<file path="src/rtl/cmd_ring_pkg.sv">
package cmd_ring_pkg;

  typedef enum logic [1:0] {
    SW_NONE   = 2'd0,
    SW_BYTE16 = 2'd1,
    SW_FULL   = 2'd2,
    SW_HALVES = 2'd3
  } swap_mode_e;

  typedef enum logic [1:0] {
    FS_IDLE = 2'd0,
    FS_REQ  = 2'd1,
    FS_DATA = 2'd2
  } fetch_state_e;

  function automatic logic [31:0] word_swap(input logic [31:0] d, input swap_mode_e m);
    case (m)
      SW_BYTE16: word_swap = {d[23:16], d[31:24], d[7:0], d[15:8]};
      SW_FULL:   word_swap = {d[7:0], d[15:8], d[23:16], d[31:24]};
      SW_HALVES: word_swap = {d[15:0], d[31:16]};
      default:   word_swap = d;
    endcase
  endfunction

endpackage

</file>
<file path="src/rtl/crf_ring_geom.sv">
module crf_ring_geom #(
  parameter int FIELD_W  = 6,
  parameter int MIN_CODE = 2,
  parameter int MAX_CODE = 22,
  localparam int PTR_W   = MAX_CODE + 1
) (
  input  logic [FIELD_W-1:0] size_code,
  output logic [PTR_W:0]     size_dw,
  output logic [PTR_W-1:0]   mask
);
  logic [FIELD_W-1:0] eff;
  logic [PTR_W:0]     full;

  always_comb begin
    if (size_code < FIELD_W'(MIN_CODE))      eff = FIELD_W'(MIN_CODE);
    else if (size_code > FIELD_W'(MAX_CODE)) eff = FIELD_W'(MAX_CODE);
    else                                     eff = size_code;
    full = (PTR_W+1)'(1) << (eff + FIELD_W'(1));
  end

  assign size_dw = full;
  assign mask    = PTR_W'(full - (PTR_W+1)'(1));
endmodule

</file>
<file path="src/rtl/crf_lane_swap.sv">
module crf_lane_swap
  import cmd_ring_pkg::*;
#(
  parameter int DATA_W = 32,
  localparam int WORDS = DATA_W / 32
) (
  input  logic              clk,
  input  logic              rst,
  input  logic              in_valid,
  input  logic [DATA_W-1:0] in_data,
  input  logic [1:0]        mode,
  input  logic              enable,
  output logic              out_valid,
  output logic [DATA_W-1:0] out_data
);
  logic [DATA_W-1:0] swapped;

  genvar w;
  generate
    for (w = 0; w < WORDS; w++) begin : g_word
      assign swapped[w*32 +: 32] = enable ? word_swap(in_data[w*32 +: 32], swap_mode_e'(mode))
                                          : in_data[w*32 +: 32];
    end
  endgenerate

  always_ff @(posedge clk) begin
    if (rst) begin
      out_valid <= 1'b0;
      out_data  <= '0;
    end else begin
      out_valid <= in_valid;
      if (in_valid) out_data <= swapped;
    end
  end
endmodule

</file>
<file path="src/rtl/crf_wb_timer.sv">
module crf_wb_timer #(
  parameter int PTR_W   = 23,
  parameter int FIELD_W = 6,
  localparam int CNT_W  = PTR_W + 2
) (
  input  logic               clk,
  input  logic               rst,
  input  logic               beat,
  input  logic [PTR_W-1:0]   new_ptr,
  input  logic [FIELD_W-1:0] blk_code,
  input  logic               wb_off,
  input  logic               wb_ready,
  output logic               wb_valid,
  output logic [PTR_W-1:0]   wb_ptr
);
  logic [FIELD_W-1:0] blk_eff;
  logic [CNT_W-1:0]   interval;
  logic [CNT_W-1:0]   cnt_q;
  logic               hit;

  always_comb begin
    blk_eff  = (blk_code > FIELD_W'(PTR_W)) ? FIELD_W'(PTR_W) : blk_code;
    interval = CNT_W'(1) << (blk_eff + FIELD_W'(1));
    hit      = beat && ((cnt_q + CNT_W'(1)) == interval);
  end

  always_ff @(posedge clk) begin
    if (rst) begin
      cnt_q    <= '0;
      wb_valid <= 1'b0;
      wb_ptr   <= '0;
    end else begin
      if (hit)       cnt_q <= '0;
      else if (beat) cnt_q <= cnt_q + CNT_W'(1);

      if (hit && !wb_off) begin
        wb_valid <= 1'b1;
        wb_ptr   <= new_ptr;
      end else if (wb_ready) begin
        wb_valid <= 1'b0;
      end
    end
  end
endmodule

</file>
<file path="src/rtl/cmd_ring_fetch.sv">
module cmd_ring_fetch
  import cmd_ring_pkg::*;
#(
  parameter int FIELD_W      = 6,
  parameter int MIN_CODE     = 2,
  parameter int MAX_CODE     = 22,
  parameter int MIN_BURST_DW = 8,
  parameter int BURST_CODES  = 4,
  parameter int DATA_W       = 32,
  localparam int PTR_W        = MAX_CODE + 1,
  localparam int MAX_BURST_DW = MIN_BURST_DW << (BURST_CODES - 1),
  localparam int LEN_W        = $clog2(MAX_BURST_DW) + 1,
  localparam int BC_W         = $clog2(BURST_CODES)
) (
  input  logic               clk,
  input  logic               rst,
  input  logic [FIELD_W-1:0] ctl_size_code,
  input  logic [FIELD_W-1:0] ctl_blk_code,
  input  logic [BC_W-1:0]    ctl_burst,
  input  logic [1:0]         ctl_swap,
  input  logic               ctl_sysmem,
  input  logic               ctl_wb_off,
  input  logic               ctl_shadow_en,
  input  logic               wptr_we,
  input  logic [PTR_W-1:0]   wptr_wdata,
  input  logic               shadow_we,
  input  logic [PTR_W-1:0]   shadow_wdata,
  output logic               req_valid,
  input  logic               req_ready,
  output logic [PTR_W-1:0]   req_addr,
  output logic [LEN_W-1:0]   req_len,
  input  logic               rsp_valid,
  input  logic [DATA_W-1:0]  rsp_data,
  output logic               out_valid,
  output logic [DATA_W-1:0]  out_data,
  output logic               wb_valid,
  input  logic               wb_ready,
  output logic [PTR_W-1:0]   wb_ptr,
  output logic [PTR_W-1:0]   rptr_o
);
  logic [PTR_W:0]     size_dw;
  logic [PTR_W-1:0]   mask;
  logic [PTR_W-1:0]   rptr_q, wptr_q, shadow_q, rptr_inc;
  logic [PTR_W-1:0]   avail;
  logic [PTR_W:0]     to_wrap, cap_dw, m1, m2;
  logic [LEN_W-1:0]   len_next, beats_left;
  fetch_state_e       state_q;
  logic               beat;

  crf_ring_geom #(
    .FIELD_W (FIELD_W),
    .MIN_CODE(MIN_CODE),
    .MAX_CODE(MAX_CODE)
  ) u_geom (
    .size_code(ctl_size_code),
    .size_dw  (size_dw),
    .mask     (mask)
  );

  always_comb begin
    avail    = (wptr_q - rptr_q) & mask;
    to_wrap  = size_dw - {1'b0, rptr_q};
    cap_dw   = (PTR_W+1)'(MIN_BURST_DW) << ctl_burst;
    m1       = (cap_dw < to_wrap) ? cap_dw : to_wrap;
    m2       = (m1 < {1'b0, avail}) ? m1 : {1'b0, avail};
    len_next = LEN_W'(m2);
    beat     = (state_q == FS_DATA) && rsp_valid;
    rptr_inc = (rptr_q + PTR_W'(1)) & mask;
  end

  always_ff @(posedge clk) begin
    if (rst) begin
      wptr_q   <= '0;
      rptr_q   <= '0;
      shadow_q <= '0;
    end else begin
      if (shadow_we) shadow_q <= shadow_wdata;
      if (wptr_we)   wptr_q   <= wptr_wdata & mask;
      if (wptr_we && ctl_shadow_en) rptr_q <= shadow_q & mask;
      else if (beat)                rptr_q <= rptr_inc;
    end
  end

  always_ff @(posedge clk) begin
    if (rst) begin
      state_q    <= FS_IDLE;
      req_valid  <= 1'b0;
      req_addr   <= '0;
      req_len    <= '0;
      beats_left <= '0;
    end else begin
      case (state_q)
        FS_IDLE: if (avail != '0) begin
          req_valid <= 1'b1;
          req_addr  <= rptr_q;
          req_len   <= len_next;
          state_q   <= FS_REQ;
        end
        FS_REQ: if (req_ready) begin
          req_valid  <= 1'b0;
          beats_left <= req_len;
          state_q    <= FS_DATA;
        end
        FS_DATA: if (rsp_valid) begin
          beats_left <= beats_left - LEN_W'(1);
          if (beats_left == LEN_W'(1)) state_q <= FS_IDLE;
        end
        default: state_q <= FS_IDLE;
      endcase
    end
  end

  crf_lane_swap #(.DATA_W(DATA_W)) u_swap (
    .clk      (clk),
    .rst      (rst),
    .in_valid (beat),
    .in_data  (rsp_data),
    .mode     (ctl_swap),
    .enable   (ctl_sysmem),
    .out_valid(out_valid),
    .out_data (out_data)
  );

  crf_wb_timer #(.PTR_W(PTR_W), .FIELD_W(FIELD_W)) u_wb (
    .clk     (clk),
    .rst     (rst),
    .beat    (beat),
    .new_ptr (rptr_inc),
    .blk_code(ctl_blk_code),
    .wb_off  (ctl_wb_off),
    .wb_ready(wb_ready),
    .wb_valid(wb_valid),
    .wb_ptr  (wb_ptr)
  );

  assign rptr_o = rptr_q;
endmodule

</file>
<file path="config.mk">
export PLATFORM = sky130hd
export DESIGN_NAME = cmd_ring_fetch
export DESIGN_NICKNAME = d
export VERILOG_FILES = /design/src/rtl/cmd_ring_pkg.sv /design/src/rtl/crf_ring_geom.sv /design/src/rtl/crf_lane_swap.sv /design/src/rtl/crf_wb_timer.sv /design/src/rtl/cmd_ring_fetch.sv
export SDC_FILE = /design/constraint.sdc
export NUM_CORES = 1
export LEC_CHECK = 0
export BUFFER_PORTS_ARGS = -buffer_cell sky130_fd_sc_hd__clkbuf_2
export CAP_MARGIN = 20
export CORE_UTILIZATION = 25
export CTS_BUF_LIST = sky130_fd_sc_hd__clkbuf_16
export CTS_CLUSTER_SIZE = 25
export DETAILED_ROUTE_END_ITERATION = 8
export PLACE_DENSITY_LB_ADDON = 0.08
export SYNTH_ARGS = -nofsm -noshare
export SYNTH_HDL_FRONTEND = slang
export SYNTH_SLANG_ARGS = --single-unit
</file>
<file path="constraint.sdc">
create_clock -name clk -period 16.82 [get_ports clk]
set_clock_uncertainty 0.1 [all_clocks]
set_input_delay 1.682 -clock clk [delete_from_list [all_inputs] [get_ports clk]]
set_output_delay 1.682 -clock clk [all_outputs]
set_load 0.005 [all_outputs]
</file>
==> flow_metrics.py <==
metrics = {
    "outcome": {
        "status": "complete, no violations",
    },
    "routing": {
        "m1WireLength_um": 28000,
        "num_vias": 14147,
        "drc_errors": 0,
        "vias_per_cell": 5.05,
        "wire_per_inst_um": 19.8,
        "drt_pass1_iterations": 4,
        "maxUsedRoutingLayer": "met5",
        "routed-wl-met3_um": 2450,
        "wl_um": 55500,
        "route.met2.wl_um": 24200,
        "drt_iter0_drc": 899,
        "drtAntennaViolNets": 0,
    },
    "yosys": {
        "synth_simple_gate_area_share_pct": 25.9,
        "netlist_area_mm2": 0.0142,
        "synthArstFlopShare_pct": 0,
        "synthTopCellsByArea": "dfxtp_1 (27%), nor2_1 (7.0%), ha_1 (7.0%), mux2i_1 (5.2%), a21oi_1 (5.2%)",
        "synth_flop_cell": "dfxtp_1",
        "ys_seq_area_share_pct": 27.0,
        "synth.distinct_cells": 93,
        "ys_seq_elements": 191,
        "yosys.area.top_type": "dfxtp_1",
        "yosysWarnings": 0,
        "synth.avg_cell_area_um2": 7.53,
        "synthMuxAreaShare_pct": 5.57,
        "synthAdderAreaFrac_pct": 7.25,
        "postSynthCellCount": 1883,
        "synth_top_family_by_area": "simple AND/OR/NAND/NOR gates",
        "synth_edf_count": 0,
        "synth_xor_area_share_pct": 6.28,
        "synth_common_cells": "nor2_1 (264), dfxtp_1 (191), nand2_1 (159)",
        "synth_compound_area_share_pct": 23.0,
        "synth_top_cell_area_share_pct": 27.0,
        "synth.most_common_cell": "nor2_1",
    },
    "setup_path": {
        "crit_fanout": 11,
        "arrival_ps": 8700,
        "critPathMaxStageDelay_ps": 700,
        "cp.required_ps": 17120,
        "reg2reg_setup_slack_ps": 9860,
        "cp-start-kind": "primary input",
        "crit_top_cell": "a21oi_1",
        "worst-setup-path-type": "primary input to register",
        "crit_path_end_kind": "register",
        "reg2reg_depth": 22,
        "slowest_stage": "nor4_1",
    },
    "floorplanning": {
        "fp.coreArea_mm2": 0.0555,
        "initial_utilization_pct": 25.5,
        "die_area_mm2": 0.0577,
        "io_pins": 215,
        "die_x_um": 240,
        "die_h_um": 240,
        "rows": 86,
    },
    "layout": {
        "final_nets": 2227,
        "fin_area_mm2": 0.0165,
        "fin_cells": 2804,
        "area_growth_pct": 16.2,
        "drive_above_1_share_pct": 14.6,
    },
    "sta": {
        "period_needed_ps": 8400,
        "drv_slew": 0,
        "whs_ps": 353,
        "rsz0062_at_grt": "no",
        "slew_headroom_pct": 24.8,
        "tightest_slew_ps": 1120,
        "period_share_pct": 49.9,
        "tns_ps": 0,
        "setup_viol": 0,
        "max_clock_freq_mhz": 119,
        "hold_viol_final": 0,
    },
    "placement": {
        "portBuffers": 214,
        "dpl.cell_count": 2770,
        "dp_hpwl_um": 43100,
        "dpl_cell_area_mm2": 0.0159,
        "place_congestion": 0.839,
    },
    "hold_path": {
        "holdPathStages": 2,
        "hold_path_class": "register to register",
    },
    "clocking": {
        "cts-root-buf": "clkbuf_16",
        "cts_num_sinks": 191,
        "clkSlewWorstSetupHoldPaths_ps": 70,
        "post-cts-setup-buffers": 0,
        "h-tree-depth": 4,
        "hold_buffers": 0,
        "cts.path.max_buffers": 2,
        "clk_latency_ps": 480,
        "cts_buffers": 17,
        "postCtsResizedCells": 0,
        "cts_tree": "yes",
    },
    "job": {
        "max-cap-violations": 0,
    },
    "power_and_ir_drop": {
        "power.density_mw_per_mm2": 75.6,
        "peakVddDrop_mv": 0.0644,
        "p_leak_nw": 6.76,
    },
    "global_route": {
        "grt_max_degree": 97,
        "grt_pass1_wl_um": 83100,
        "antenna_found_initial": 2,
        "grt_pass1_vias": 13190,
        "grt_overflow": 0,
        "grt_use_total_pct": 19.2,
    },
}
## where the power goes
part,switching [W],internal [W]
logic,0.000215,0.000129
clock network,0.000208,0.000209
registers,0.0000151,0.000469
total,0.000438,0.000807
## state kept, by name (all words and copies together) (netlist names)
register / flops
beats_left: 7
req_addr: 23
req_len: 7
req_valid: 1
rptr_o: 23
shadow_q: 23
state_q: 2
u_swap.out_data: 32
u_swap.out_valid: 1
u_wb.cnt_q: 25
u_wb.wb_ptr: 23
u_wb.wb_valid: 1
wptr_q: 23
## per-layer routing
metal,track usage (%),up-vias
li1,-,7069
met1,28.1,6744
met2,28.8,293
met3,2.95,39
met4,5.17,2
met5,0,-
## stage by stage
step	total power (W)	setup WS, ps	utilization (%)
after floorplan	0.000727	9090	-
after global placement	0.000835	8210	28.6
after detailed placement	0.000834	7970	28.6
after CTS	0.00126	8460	29.7
after global routing	0.00132	7670	29.7
final	0.00125	8420	29.7
## kinds of logic after synthesis
| kind of cell | count (synthesis) |
|---|---|
| AOI/OAI and AO/OA | 506 |
| other | 2 |
| muxes | 78 |
| and+or+nand+nor | 755 |
| adders and majority gates | 81 |
| xor gates and xnor gates | 100 |
| DFF | 191 |
| buffers and inverters | 170 |
## critical path, delay by kind of cell
family | cells | cell delay (ps)
buffers and inverters | 1 | 180
adders and majority gates | 2 | 640
muxes | 1 | 370
and+or+nand+nor | 8 | 2490
AOI/OAI and AO/OA | 13 | 3350
## worst paths after layout
path | endpoint | startpoint
setup reg to reg | req_len[2] | rptr_o[7]
setup / recovery | req_len[2] | ctl_size_code[5]
hold reg to reg | u_swap.out_data[12] | u_swap.out_data[12]
hold / removal | u_swap.out_data[12] | u_swap.out_data[12]
## cell usage in the layout, fill, tap and decap left out, types with 7 or more instances in the layout
cell type and count:
nor2_1 264, clkbuf_2 213, dfxtp_1 191, nand2_1 158, a21oi_1 146, o21ai_0 117
ha_1 79, mux2i_1 74, nand3_1 71, xnor2_1 64, inv_1 63, o211ai_1 57
nor3_1 47, a211oi_1 35, xor2_1 35, nor2b_1 32, nand4_1 31, nand2b_1 31
a21o_1 25, conb_1 23, and3_1 19, and2_1 17, clkbuf_16 17, o21a_1 14
or2_2 13, a31oi_1 12, buf_4 12, o31ai_1 11, or3_1 11, a22oi_1 11
nor3b_1 8, nor4_1 7, nand3b_1 7
## final cells by class
cell class | instances | area (um2)
sequential | 191 | 3820
fill | 6209 | 39000
tap | 748 | 936
inverter | 62 | 233
multi-input combinational | 1543 | 9730
clock buffer | 17 | 425
clock inverter | 15 | 153
timing repair buffer | 227 | 1180
antenna | 1 | 2.50
Power figures use the tool's default switching activity.
